$ cat src/rtl/burst_seq_pkg.sv
package burst_seq_pkg;
  typedef enum logic {
    ORD_LINEAR     = 1'b0,
    ORD_INTERLEAVE = 1'b1
  } burst_order_e;
endpackage

$ cat src/rtl/burst_base_reg.sv
module burst_base_reg #(
  parameter int ADDR_W = 20
) (
  input  logic              clk,
  input  logic              rst_n,
  input  logic              load_i,
  input  logic [ADDR_W-1:0] base_i,
  output logic [ADDR_W-1:0] base_q
);
  always_ff @(posedge clk or negedge rst_n) begin
    if (!rst_n)      base_q <= '0;
    else if (load_i) base_q <= base_i;
  end
endmodule

$ cat src/rtl/burst_beat_ctr.sv
module burst_beat_ctr #(
  parameter int BEAT_W = 2
) (
  input  logic              clk,
  input  logic              rst_n,
  input  logic              load_i,
  input  logic              adv_n_i,
  output logic [BEAT_W-1:0] beat_q
);
  localparam logic [BEAT_W-1:0] ONE = BEAT_W'(1);

  // load wins over advance; counter wraps naturally
  always_ff @(posedge clk or negedge rst_n) begin
    if (!rst_n)        beat_q <= '0;
    else if (load_i)   beat_q <= '0;
    else if (!adv_n_i) beat_q <= beat_q + ONE;
  end
endmodule

$ cat src/rtl/burst_addr_form.sv
module burst_addr_form
  import burst_seq_pkg::*;
#(
  parameter int ADDR_W = 20,
  parameter int BEAT_W = 2
) (
  input  logic [ADDR_W-1:0] base_q,
  input  logic [BEAT_W-1:0] beat_q,
  input  logic              order_i,
  output logic [ADDR_W-1:0] addr_o
);
  localparam int UP_W = ADDR_W - BEAT_W;

  logic [BEAT_W-1:0] low_lin, low_ilv, low_sel;
  burst_order_e      ord;

  assign ord     = burst_order_e'(order_i);
  assign low_lin = base_q[BEAT_W-1:0] + beat_q;
  assign low_ilv = base_q[BEAT_W-1:0] ^ beat_q;

  always_comb begin
    case (ord)
      ORD_LINEAR: low_sel = low_lin;
      default:    low_sel = low_ilv;
    endcase
  end

  generate
    if (UP_W > 0) begin : g_upper
      assign addr_o = {base_q[ADDR_W-1:BEAT_W], low_sel};
    end else begin : g_flat
      assign addr_o = low_sel;
    end
  endgenerate
endmodule

$ cat src/rtl/burst_seq_gen.sv
module burst_seq_gen #(
  parameter int ADDR_W = 20,
  parameter int BEAT_W = 2
) (
  input  logic              clk,
  input  logic              rst_n,
  input  logic              load_i,
  input  logic              adv_n_i,
  input  logic [ADDR_W-1:0] base_i,
  input  logic              order_i,
  output logic [ADDR_W-1:0] addr_o
);
  localparam logic [BEAT_W-1:0] STEP = BEAT_W'(1);

  logic [ADDR_W-1:0] base_q;
  logic [BEAT_W-1:0] beat_q;

  burst_base_reg #(.ADDR_W(ADDR_W)) u_base (
    .clk(clk), .rst_n(rst_n), .load_i(load_i), .base_i(base_i), .base_q(base_q)
  );

  burst_beat_ctr #(.BEAT_W(BEAT_W)) u_beat (
    .clk(clk), .rst_n(rst_n), .load_i(load_i), .adv_n_i(adv_n_i), .beat_q(beat_q)
  );

  burst_addr_form #(.ADDR_W(ADDR_W), .BEAT_W(BEAT_W)) u_form (
    .base_q(base_q), .beat_q(beat_q), .order_i(order_i), .addr_o(addr_o)
  );

  a_r2_first_beat: assert property (@(posedge clk) disable iff (!rst_n)
    load_i |=> addr_o == $past(base_i));

  a_r3_upper_hold: assert property (@(posedge clk) disable iff (!rst_n)
    !load_i |=> addr_o[ADDR_W-1:BEAT_W] == $past(addr_o[ADDR_W-1:BEAT_W]));

  a_r6_suspend_hold: assert property (@(posedge clk) disable iff (!rst_n)
    (!load_i && adv_n_i) |=> (!$stable(order_i) || $stable(addr_o)));

  a_r4_linear_step: assert property (@(posedge clk) disable iff (!rst_n)
    (!load_i && !adv_n_i && !order_i) |=>
      (order_i || addr_o[BEAT_W-1:0] == $past(addr_o[BEAT_W-1:0]) + STEP));
endmodule

$ cat config.mk
export PLATFORM = sky130hd
export DESIGN_NAME = burst_seq_gen
export DESIGN_NICKNAME = d
export VERILOG_FILES = /design/src/rtl/burst_seq_pkg.sv /design/src/rtl/burst_base_reg.sv /design/src/rtl/burst_beat_ctr.sv /design/src/rtl/burst_addr_form.sv /design/src/rtl/burst_seq_gen.sv
export SDC_FILE = /design/constraint.sdc
export NUM_CORES = 1
export LEC_CHECK = 0
export ABC_AREA = 1
export BUFFER_PORTS_ARGS = -buffer_cell sky130_fd_sc_hd__buf_4
export CAP_MARGIN = 20
export CORE_MARGIN = 8
export CORE_UTILIZATION = 49
export DETAILED_ROUTE_END_ITERATION = 7
export PLACE_DENSITY = 0.82
export SLEW_MARGIN = 20
export SYNTH_ARGS = -nofsm -noshare
export SYNTH_HDL_FRONTEND = slang
export SYNTH_SLANG_ARGS = --single-unit
$ cat constraint.sdc
create_clock -name clk -period 3.1 [get_ports clk]
set_clock_uncertainty 0.15 [all_clocks]
set_input_delay 0.31 -clock clk [delete_from_list [all_inputs] [get_ports clk]]
set_output_delay 0.31 -clock clk [all_outputs]
set_load 0.02 [all_outputs]
After elaboration in Yosys (flattened, before gate mapping)
Cells that the tools add are included.

word-level totals
  logic and storage cells = 9
  flip-flop bits (word level) = 22

cells by class
  bitwise operators = 1
  mux-type cells = 3
  add/subtract/negate cells = 2
  eq/ne operators = 1

operator list
  operator               count
  $mux W2                3
  $add A2 B1 Y2 const B  1
  $add A2 B2 Y2          1
  $ne A2 B2 Y1 const B   1
  $xor A2 B2 Y2          1

Depth between registers and ports, before layout
Gate-level depths: netlist of run 1.

  depth after elaboration = 3
  mapped depth = 6

By module
From an unflattened synthesis of run 1, not the netlist that was laid out.

second synthesis, totals
  cell total of the unflattened synthesis = 130
  area total of the unflattened synthesis = 1059.8 sq um

by module, submodules not included
  module           area an instance (sq um)  seq. area each (sq um)  times used  cells each
  burst_base_reg   767.0                     500.5                   1           85
  burst_addr_form  202.7                     0.0                     1           33
  burst_beat_ctr   90.1                      50.0                    1           12

Worst setup path after synthesis of run 1
No wires, ideal clock.

  path kind = register to output
  start point = register u_base.base_q[0]
  end point = output addr_o[1]
  cell stages (with the launch flop) = 7
  arrival = 0.864 ns
  slack = 1.776 ns
  buffers on the path = 0
  cells stage by stage = dfrtp_1 -> ha_1 -> inv_1 -> nor2_1 -> nand3_1 -> nand2_1 -> inv_1

on the way
  word-level cells in the longest chain between the ends = 2

ends and longest elaborated chain
  element                   RTL line               RTL
  start: declaration        burst_base_reg.sv:8    output logic [ADDR_W-1:0] base_q
  start signal: assignment  burst_base_reg.sv:12   else if (load_i) base_q <= base_i;
  $add A2 B2 Y2             burst_addr_form.sv:18  assign low_lin = base_q[BEAT_W-1:0] + beat_q;
  $mux W2                   burst_addr_form.sv:22  case (ord)
  end: declaration          burst_seq_gen.sv:11    output logic [ADDR_W-1:0] addr_o

Every way passes these cells.

Final worst setup path of run 1
Same ends and word-level chain as after synthesis.

==> results.py, run 1 <==
metrics = {
    "floorplan": {
        "core_area_um2": 2000,
        "dieArea_um2": 3880,
        "start_util": 0.524,
        "row_count": 16,
        "die_y_um": 62.3,
        "io_pins": 45,
        "dieWidth_um": 62.3,
    },
    "grt": {
        "grt_pass1_vias": 885,
        "grt_max_degree": 23,
        "grt_usage": 0.116,
        "grt_pass1_wl_um": 3750,
        "antenna_found_initial": 0,
        "overflow": 0,
    },
    "clocking": {
        "hold_buffers": 1,
        "cts_buffers": 3,
        "clk_latency_ns": 0.29,
        "cts_tree": "yes",
        "clock_path_buffers": 2,
        "path_clk_slew_ns": 0.12,
        "ctsRootBufferMaster": "clkbuf_4",
        "htreeDepth": 1,
        "post_cts_buffers": 0,
        "cts_sinks": 22,
        "cts_resized": 0,
    },
    "layout": {
        "final_common_cell": "nand2_1",
        "syn2layout_area_growth_pct": 24.2,
        "regArea_um2": 551,
        "final_util": 0.651,
        "nNetsFinal": 181,
        "final_cell_mix": "66 x nand2_1, 44 x buf_4, 22 x dfrtp_1, 6 x inv_1, 4 x nor2_1",
        "multi_input_area_um2": 300,
        "fill_cells": 186,
        "instances_no_fill": 181,
        "diodes": 0,
        "drive_gt1_frac": 0.318,
    },
    "logic_synthesis": {
        "avgSynthCellArea_um2": 8.27,
        "synth_compound_area_frac": 0.0143,
        "ys_ff_latch": 22,
        "synthSimpleGateAreaFrac": 0.260,
        "synthDistinctLibCells": 11,
        "synth_top_family_by_area": "simple AND/OR/NAND/NOR gates",
        "synthesis.area_um2": 1050,
        "synthXorXnorAreaFrac": 0,
        "synth_cells": 127,
        "yosys_warnings": 0,
        "synth_fa_ha_area_frac": 0.0119,
        "synth_top_cell_area_share": 0.524,
        "synth_mux_area_frac": 0,
        "yosys-top-cells-area": "dfrtp_1 52%, nand2_1 24%, buf_4 14%",
        "ys_seq_area_frac": 0.524,
        "yosys.area.top_type": "dfrtp_1",
        "synth_nets": 153,
    },
    "worst_setup_path": {
        "startpoint_type": "register",
        "arrival_ns": 1.30,
        "crit_chain": "ha_1, nand2_1, nand3_1, nand2_1, inv_1, buf_4",
        "crit_type": "reg -> out",
        "crit_slowest_cell": "dfrtp_1",
        "cp_max_fo": 2,
        "critPathRequiredTime_ns": 2.64,
        "max_stage_delay_ns": 0.40,
        "critPathCaptureType": "output pin",
        "cpMostUsedCell": "nand2_1",
    },
    "detailed_routing": {
        "wl_um": 2150,
        "vias_per_cell": 4.41,
        "vias": 799,
        "drcViolationCount": 0,
        "drt_iter0_drc": 23,
        "dr.pass1.iters": 4,
        "ant_nets": 0,
        "wire_per_inst_um": 11.9,
    },
    "timing": {
        "rsz0062_at_grt": "no",
        "fmax_mhz": 569,
        "final-max-slew-violation-count": 0,
        "finalSetupViolations": 0,
        "max_slew_margin": 0.773,
        "setup_tns_ns": 0,
        "tightest_slew_ns": 0.339,
        "hold_viol": 0,
        "finalCritPeriodShare": 0.567,
        "layout_min_cycle_time_ns": 1.76,
    },
    "placed_design": {
        "place_congestion": 0.678,
        "port_buffers": 44,
        "dp_hpwl_um": 1640,
        "dpl.cell_count": 176,
    },
    "power": {
        "leakage_nw": 0.750,
        "vdd_drop_max_mv": 0.273,
        "cellPowerDensity_nw_per_um2": 525,
        "power_w": 0.000685,
    },
    "run": {
        "cap_violations": 0,
    },
    "hold_path": {
        "min_path_type": "in -> reg",
    },
    "outcome": {
        "run_status": "complete, no violations",
    },
}
-- where the power goes --
group,switching (W),total (W),internal [W]
sequential,0.0000145,0.000326,0.000312
combinational,0.0000795,0.000145,0.0000658
clock,0.0000830,0.000214,0.000131
total,0.000177,0.000685,0.000508
-- flip-flops by register name (all words and copies together), names as in the netlist --
signal,count
u_base.base_q,20
u_beat.beat_q,2
-- per-layer routing --
layer  part of all wire  track usage  routed length (um)  vias up
met5                  0            0                   0        -
li1                   -            -                   -      413
met3              0.048       0.0251                 103        4
met4              0.021       0.0712                  46        0
met2               0.56        0.211                1200       22
met1               0.37        0.116                 804      360
-- final cells by class --
| cell class | count | share of cell area |
|---|---|---|
| Timing Repair Buffer | 45 | 0.261 |
| Multi-Input combinational cell | 76 | 0.230 |
| Inverter | 7 | 0.0202 |
| Clock buffer | 3 | 0.0173 |
| Clock inverter | 1 | 0.0230 |
| Sequential cell | 22 | 0.422 |
| Tap cell | 27 | 0.0259 |
-- synthesized netlist by cell type --
cell type,number
inv_2,1
dfrtp_1,22
nand2_1,66
nand3_1,2
nor2_1,4
inv_1,6
buf_6,2
a21oi_1,1
o21ai_0,2
buf_4,20
ha_1,1
-- logic make-up after synthesis --
logic type,after synthesis
simple gates,72
buf+inv,29
fa+ha+maj,1
flops,22
compound gates,3
-- worst max-delay path: cells and delay by family, from the launching register on --
kind	cells	cell delay, ns
buffers and inverters	2	0.17
AND/OR/NAND/NOR	3	0.22
adder cells (fa/ha/maj)	1	0.21
flip-flops	1	0.40
-- through the flow --
step                setup slack [ns]  hold WS [ns]  instance area, um^2
detailed placement              1.67        0.0601                 1240
finish                          1.34        0.0335                 1300
global placement                1.72        0.0563                 1240
global route                    1.18        0.0218                 1300
CTS                             1.33        0.0243                 1300
floorplan                       1.78        -0.136                 1050
-- worst paths after layout --
path                       slack, ns              start  cells past startpoint                 to
max                             1.34   u_base.base_q[0]                      6          addr_o[1]
min                             0.03            adv_n_i                      2   u_beat.beat_q[0]
max reg2reg                     2.15   u_beat.beat_q[0]                      5   u_beat.beat_q[1]
min reg2reg                     0.33  u_base.base_q[13]                      2  u_base.base_q[13]
max in group asynchronous       2.31              rst_n                      2   u_base.base_q[0]
min in group asynchronous       0.27              rst_n                      2  u_base.base_q[10]
Note: power is estimated with default switching activity, not from simulation.
==> run 2, diff against run 1 <==
--- a/config.mk
+++ b/config.mk
@@ -5,13 +5,13 @@
 export SDC_FILE = /design/constraint.sdc
 export NUM_CORES = 1
 export LEC_CHECK = 0
-export ABC_AREA = 1
+export ABC_AREA = 0
 export BUFFER_PORTS_ARGS = -buffer_cell sky130_fd_sc_hd__buf_4
 export CAP_MARGIN = 20
 export CORE_MARGIN = 8
-export CORE_UTILIZATION = 49
+export CORE_UTILIZATION = 45
 export DETAILED_ROUTE_END_ITERATION = 7
-export PLACE_DENSITY = 0.82
+export PLACE_DENSITY = 0.77
 export SLEW_MARGIN = 20
 export SYNTH_ARGS = -nofsm -noshare
 export SYNTH_HDL_FRONTEND = slang
==> constraint.sdc (replaced) <==
create_clock -name clk -period 1.7 [get_ports clk]
set_clock_uncertainty 0.15 [all_clocks]
set_input_delay 0.17 -clock clk [delete_from_list [all_inputs] [get_ports clk]]
set_output_delay 0.17 -clock clk [all_outputs]
set_load 0.02 [all_outputs]
==> run 2 against run 1 <==
  * Die area rose by 2.7%
  * Wire length is 4.6% lower
  * Largest power group unchanged
  * Register-to-register slack worse by 1.6 ns
  * Worst setup slack worse by 1.3 ns
==> results.py, run 2 <==
metrics = {
    "worst_setup_path": {
        "arrival_ns": 1.32,
        "critPathCaptureType": "output pin",
        "critPathRequiredTime_ns": 1.38,
        "critPathBufInv": 1,
        "crit_chain": "ha_2, nor2b_1, xnor2_1, buf_4",
        "path_delay_family": "flip-flops",
        "max_stage_delay_ns": 0.41,
        "cp_max_fo": 2,
        "startpoint_type": "register",
        "crit_slowest_cell": "dfrtp_1",
        "crit_type": "reg -> out",
    },
    "placed_design": {
        "port_buffers": 44,
        "place_congestion": 0.714,
        "dp_hpwl_um": 1390,
        "post_dp_cell_area_um2": 1210,
        "place_ws_ns": 0.394,
    },
    "layout": {
        "fill_cells": 161,
        "final_common_cell": "buf_4",
        "drive_gt1_frac": 0.575,
        "final_util": 0.675,
        "reg.largest.list": "u_base.base_q x20, u_beat.beat_q x2",
        "final_cell_area_um2": 1450,
        "final_cell_mix": "45 x buf_4, 22 x dfrtp_1, 21 x dlygate4sd3_1, 20 x mux2_2",
        "nNetsFinal": 148,
        "syn2layout_area_growth_pct": 45.1,
        "largest_reg_flops": 20,
        "largest-register": "u_base.base_q",
        "diodes": 0,
    },
    "timing": {
        "layout_min_cycle_time_ns": 1.64,
        "final-max-slew-violation-count": 0,
        "fmax_mhz": 611,
        "rsz0062_at_grt": "no",
        "holdWs_ns": 0.0105,
        "setup_tns_ns": 0,
        "finalCritPeriodShare": 0.962,
        "hold_viol": 0,
        "tightest_slew_ns": 0.276,
        "worst_slack_ns": 0.0640,
        "max_slew_margin": 0.816,
        "finalSetupViolations": 0,
    },
    "clocking": {
        "clk_latency_ns": 0.31,
        "cts_buffers": 3,
        "clock_path_buffers": 2,
        "cts_sinks": 22,
        "cts_tree": "yes",
        "path_clk_slew_ns": 0.11,
        "ctsRootBufferMaster": "clkbuf_4",
        "htreeDepth": 1,
    },
    "detailed_routing": {
        "wl_um": 2060,
        "vias": 668,
        "vias_per_cell": 4.51,
        "drt_iter0_drc": 16,
        "wire_per_inst_um": 13.9,
        "drcViolationCount": 0,
        "ant_nets": 0,
        "dr.pass1.iters": 2,
    },
    "hold_path": {
        "min_path_type": "in -> reg",
    },
    "grt": {
        "grt_max_degree": 23,
        "antenna_found_initial": 0,
        "grt_pass1_wl_um": 3530,
        "grt_pass1_vias": 776,
        "grt_usage": 0.109,
        "overflow": 0,
    },
    "power": {
        "leakage_nw": 0.678,
        "combPwrFrac": 0.283,
        "pwr-share-clk": 0.201,
        "seqPwrFrac": 0.516,
        "switching_share": 0.276,
        "switching_power_w": 0.000321,
        "internal_power_w": 0.000843,
        "cellPowerDensity_nw_per_um2": 802,
        "vdd_drop_max_mv": 0.508,
    },
    "logic_synthesis": {
        "ys_top_cells_by_count": "22 x dfrtp_1, 20 x mux2_2, 18 x buf_4",
        "synth_edf_count": 0,
        "synthArstFlopShare": 1.00,
        "yosys_warnings": 0,
        "synth_nets": 97,
        "synth_cells": 71,
        "yosys.area.top_type": "dfrtp_1",
        "synth_top_cell_area_share": 0.551,
        "yosys-top-cells-area": "dfrtp_1 55%, mux2_2 23%, buf_4 14%",
        "ys_seq_area_frac": 0.551,
        "avgSynthCellArea_um2": 14.1,
        "synthFlopType": "dfrtp_1",
        "synthesis.area_um2": 1000,
        "synthDistinctLibCells": 9,
        "synth_most_common_cell": "dfrtp_1",
        "ys_ff_latch": 22,
    },
    "floorplan": {
        "dieWidth_um": 63.1,
        "core_area_um2": 2150,
        "start_util": 0.465,
        "die_y_um": 63.1,
        "dieArea_um2": 3990,
        "io_pins": 45,
        "row_count": 17,
    },
    "run": {
        "cap_violations": 0,
    },
    "outcome": {
        "run_status": "complete, no violations",
    },
}
-- run 2: power by group through the flow --
stage | clock network, W | logic, W | registers, W
floorplan | 0 | 0.000213 | 0.000604
global placement | 0 | 0.000286 | 0.000608
detailed placement | 0 | 0.000291 | 0.000612
CTS | 0.000240 | 0.000329 | 0.000601
global route | 0.000258 | 0.000354 | 0.000609
finish | 0.000234 | 0.000329 | 0.000601
-- run 2: routing by layer --
metal  GRT usage  share of wire  vias to the layer above
met2       0.182           0.46                       34
met3      0.0707           0.14                        3
met1       0.106           0.38                      314
met4      0.0427          0.014                        0
met5           0              0                        -
li1            -              -                      317
-- run 2: through the flow --
stage                     total power, W  std cells
after floorplan                 0.000818         71
after global placement          0.000894        123
after detailed placement        0.000903        123
after CTS                        0.00117        147
after global routing             0.00122        148
final                            0.00116        148
-- run 2: cell families after synthesis --
logic type / count (synthesis) / share of synthesized area
fa+ha+maj: 1 / 0.0125
flops: 22 / 0.551
buf+inv: 20 / 0.158
simple gates: 5 / 0.0275
xor+xnor: 3 / 0.0263
mux: 20 / 0.225
-- run 2: area by class of cell --
class / instances / area, um^2 / area share
sequential: 22 / 551 / 0.380
timing repair buffer: 66 / 548 / 0.378
multi-input combinational: 29 / 294 / 0.203
tap: 28 / 35.0 / 0.0242
clock buffer: 3 / 22.5 / 0.0155
-- run 2: timing repair --
| action | CTS | global route |
|---|---|---|
| endpoints found under the hold margin | 42 | 0 |
| hold buffers | 21 | 0 |
| gates resized for setup | 0 | 1 |
| setup endpoints to repair | 0 | 1 |
| setup buffers | 0 | 1 |
-- run 2: tightest hold or removal path, delay by kind of cell --
family | cells | cell delay (ns)
buf+inv | 1 | 0.08
simple gates | 2 | 0.18
-- run 2: worst paths after layout --
| check | startpoint | endpoint | depth (start not counted) | slack (ns) |
|---|---|---|---|---|
| max reg2reg | u_beat.beat_q[0] | u_beat.beat_q[1] | 4 | 0.58 |
| min in group asynchronous | rst_n | u_base.base_q[5] | 2 | 0.14 |
| max | u_base.base_q[0] | addr_o[1] | 4 | 0.06 |
| max in group asynchronous | rst_n | u_base.base_q[1] | 2 | 1.03 |
| min reg2reg | u_base.base_q[17] | u_base.base_q[17] | 1 | 0.37 |
| min | adv_n_i | u_beat.beat_q[0] | 3 | 0.01 |
==> run 3, diff against run 2 <==
==> constraint.sdc (replaced) <==
create_clock -name clk -period 1.7 [get_ports clk]
set_clock_uncertainty 0.15 [all_clocks]
set_input_delay 0.34 -clock clk [delete_from_list [all_inputs] [get_ports clk]]
set_output_delay 0.34 -clock clk [all_outputs]
set_load 0.02 [all_outputs]
==> run 3 against run 2 <==
  * The run now ends with setup timing left
  * First-iteration DRC count decreased by 75%
  * Cell count decreased by 13%
  * Via count is 11% lower
  * Core utilization fell by 7.0 points
  * Largest power group unchanged
  * Clock power increased by 67%
  * Sequential cell count did not move
  * Sequential power is essentially flat
  * Combinational power fell by 7.9%
  * Non-clock buffer count decreased by 20
  * Critical path type unchanged
  * Sequential share of layout area increased by 4.4 points
  * Register-to-register slack got worse by 0.02 ns
==> results.py, run 3 (synthesis results as in run 2) <==
metrics = {
    "timing": {
        "rsz0062_at_grt": "yes",
        "worst_slack_ns": -0.0832,
        "tightest_slew_ns": 0.270,
        "layout_min_cycle_time_ns": 1.78,
        "finalSetupViolations": 1,
        "hold_viol": 0,
        "setup_tns_ns": -0.0832,
        "finalCritPeriodShare": 1.05,
        "max_slew_margin": 0.820,
        "final-max-slew-violation-count": 0,
        "holdWs_ns": 0.109,
        "fmax_mhz": 561,
    },
    "layout": {
        "final_cell_mix": "44 x buf_4, 22 x dfrtp_1, 20 x mux2_2, 3 x clkbuf_4",
        "reg.largest.list": "u_base.base_q x20, u_beat.beat_q x2",
        "final_common_cell": "buf_4",
        "diodes": 0,
        "largest-register": "u_base.base_q",
        "largest_reg_flops": 20,
        "nNetsFinal": 128,
        "syn2layout_area_growth_pct": 29.9,
        "instances_no_fill": 129,
        "drive_gt1_frac": 0.713,
        "final_util": 0.605,
        "final_cell_area_um2": 1300,
    },
    "power": {
        "cellPowerDensity_nw_per_um2": 998,
        "leakage_nw": 0.616,
        "vdd_drop_max_mv": 0.839,
    },
    "floorplan": {
        "row_count": 17,
        "core_area_um2": 2150,
        "dieArea_um2": 3990,
        "dieWidth_um": 63.1,
        "die_y_um": 63.1,
        "start_util": 0.465,
        "io_pins": 45,
    },
    "worst_setup_path": {
        "worstReg2RegEnd": "u_beat.beat_q[1]",
        "critPathCaptureType": "output pin",
        "crit_type": "reg -> out",
        "startpoint_type": "register",
        "ff2ff_path_depth": 4,
        "timing.rr.start": "u_beat.beat_q[0]",
        "path_delay_family": "flip-flops",
        "crit_slowest_cell": "dfrtp_1",
        "cp_max_fo": 2,
        "critPathRequiredTime_ns": 1.21,
        "max_stage_delay_ns": 0.40,
        "critPathBufInv": 1,
        "arrival_ns": 1.29,
        "reg2reg_slack_ns": 0.56,
        "crit_chain": "ha_2, nor2b_4, xnor2_2, buf_4",
    },
    "placed_design": {
        "port_buffers": 44,
        "dp_hpwl_um": 1500,
        "place_congestion": 0.705,
        "post_dp_cell_area_um2": 1210,
        "dpl.cell_count": 123,
    },
    "grt": {
        "grt_max_degree": 23,
        "overflow": 0,
        "grt_pass1_vias": 725,
        "grt_usage": 0.103,
        "grt_pass1_wl_um": 3370,
        "antenna_found_initial": 0,
    },
    "hold_path": {
        "whs_path_depth": 2,
        "holdCritStartpoint": "base_i[0]",
        "whs_endpoint": "u_base.base_q[0]",
        "min_path_type": "in -> reg",
    },
    "detailed_routing": {
        "wire_per_inst_um": 15.0,
        "drt_iter0_drc": 4,
        "vias": 596,
        "drcViolationCount": 0,
        "ant_nets": 0,
        "wl_um": 1940,
        "vias_per_cell": 4.62,
        "dr.pass1.iters": 2,
    },
    "outcome": {
        "run_status": "finished, violations left",
        "violations": "setup timing",
    },
    "clocking": {
        "clk_latency_ns": 0.30,
        "htreeDepth": 1,
        "ctsRootBufferMaster": "clkbuf_4",
        "cts_buffers": 3,
        "clock_path_buffers": 2,
        "cts_sinks": 22,
        "cts_tree": "yes",
        "path_clk_slew_ns": 0.12,
    },
    "run": {
        "cap_violations": 0,
    },
}
## run 3: cell types whose count changed in the layout (fill, tap and decap cells not counted), sizes merged
cell / before / now
dlygate4sd3: 21 / 1
bufinv: 0 / 1
## run 3: routing by layer
metal	wire [um]	track usage
met5	0	0
met4	0	0.0256
met3	267	0.0742
met2	971	0.174
met1	701	0.0994
## run 3: power by group
part	switching (W)	internal, W
registers	0.0000282	0.000574
clock network	0.000153	0.000238
logic	0.000140	0.000164
## run 3: cell type report
class,instances,area [um^2]
Fill cell,185,850
Sequential cell,22,551
Timing Repair Buffer,46,352
Multi-Input combinational cell,29,309
Tap cell,28,35.0
Clock inverter,1,30.0
Clock buffer,3,22.5
## run 3: stage by stage
step / total power (W) / worst slack [ns]
global route: 0.00137 / -0.167
detailed placement: 0.000907 / 0.180
finish: 0.00130 / -0.0832
global placement: 0.000895 / 0.245
CTS: 0.00132 / -0.129
floorplan: 0.000818 / 0.171
## run 3: worst max path at each step
stage	start	end	slack, ns	depth (start not counted)
after floorplan	u_base.base_q[0]	addr_o[1]	0.17	3
after global placement	u_base.base_q[0]	addr_o[1]	0.24	4
after detailed placement	u_beat.beat_q[0]	addr_o[1]	0.18	4
after CTS	u_beat.beat_q[0]	addr_o[1]	-0.13	4
after global routing	u_base.base_q[0]	addr_o[1]	-0.17	4
final	u_base.base_q[0]	addr_o[1]	-0.08	4
## run 3: worst reg2reg max path, stage by stage (launching register included)
cell     delay [ns]
dfrtp_1        0.40
buf_4          0.14
nor2b_1        0.14
xnor2_1        0.15
nor2_1         0.06
## run 3: repair_timing
action	in CTS	in global routing
setup endpoints to repair	1	2
resized for setup	4	1
cloned	0	0
hold buffers	1	0
buffers inserted	1	0
pin swaps	2	2
endpoints found under the hold margin	22	0
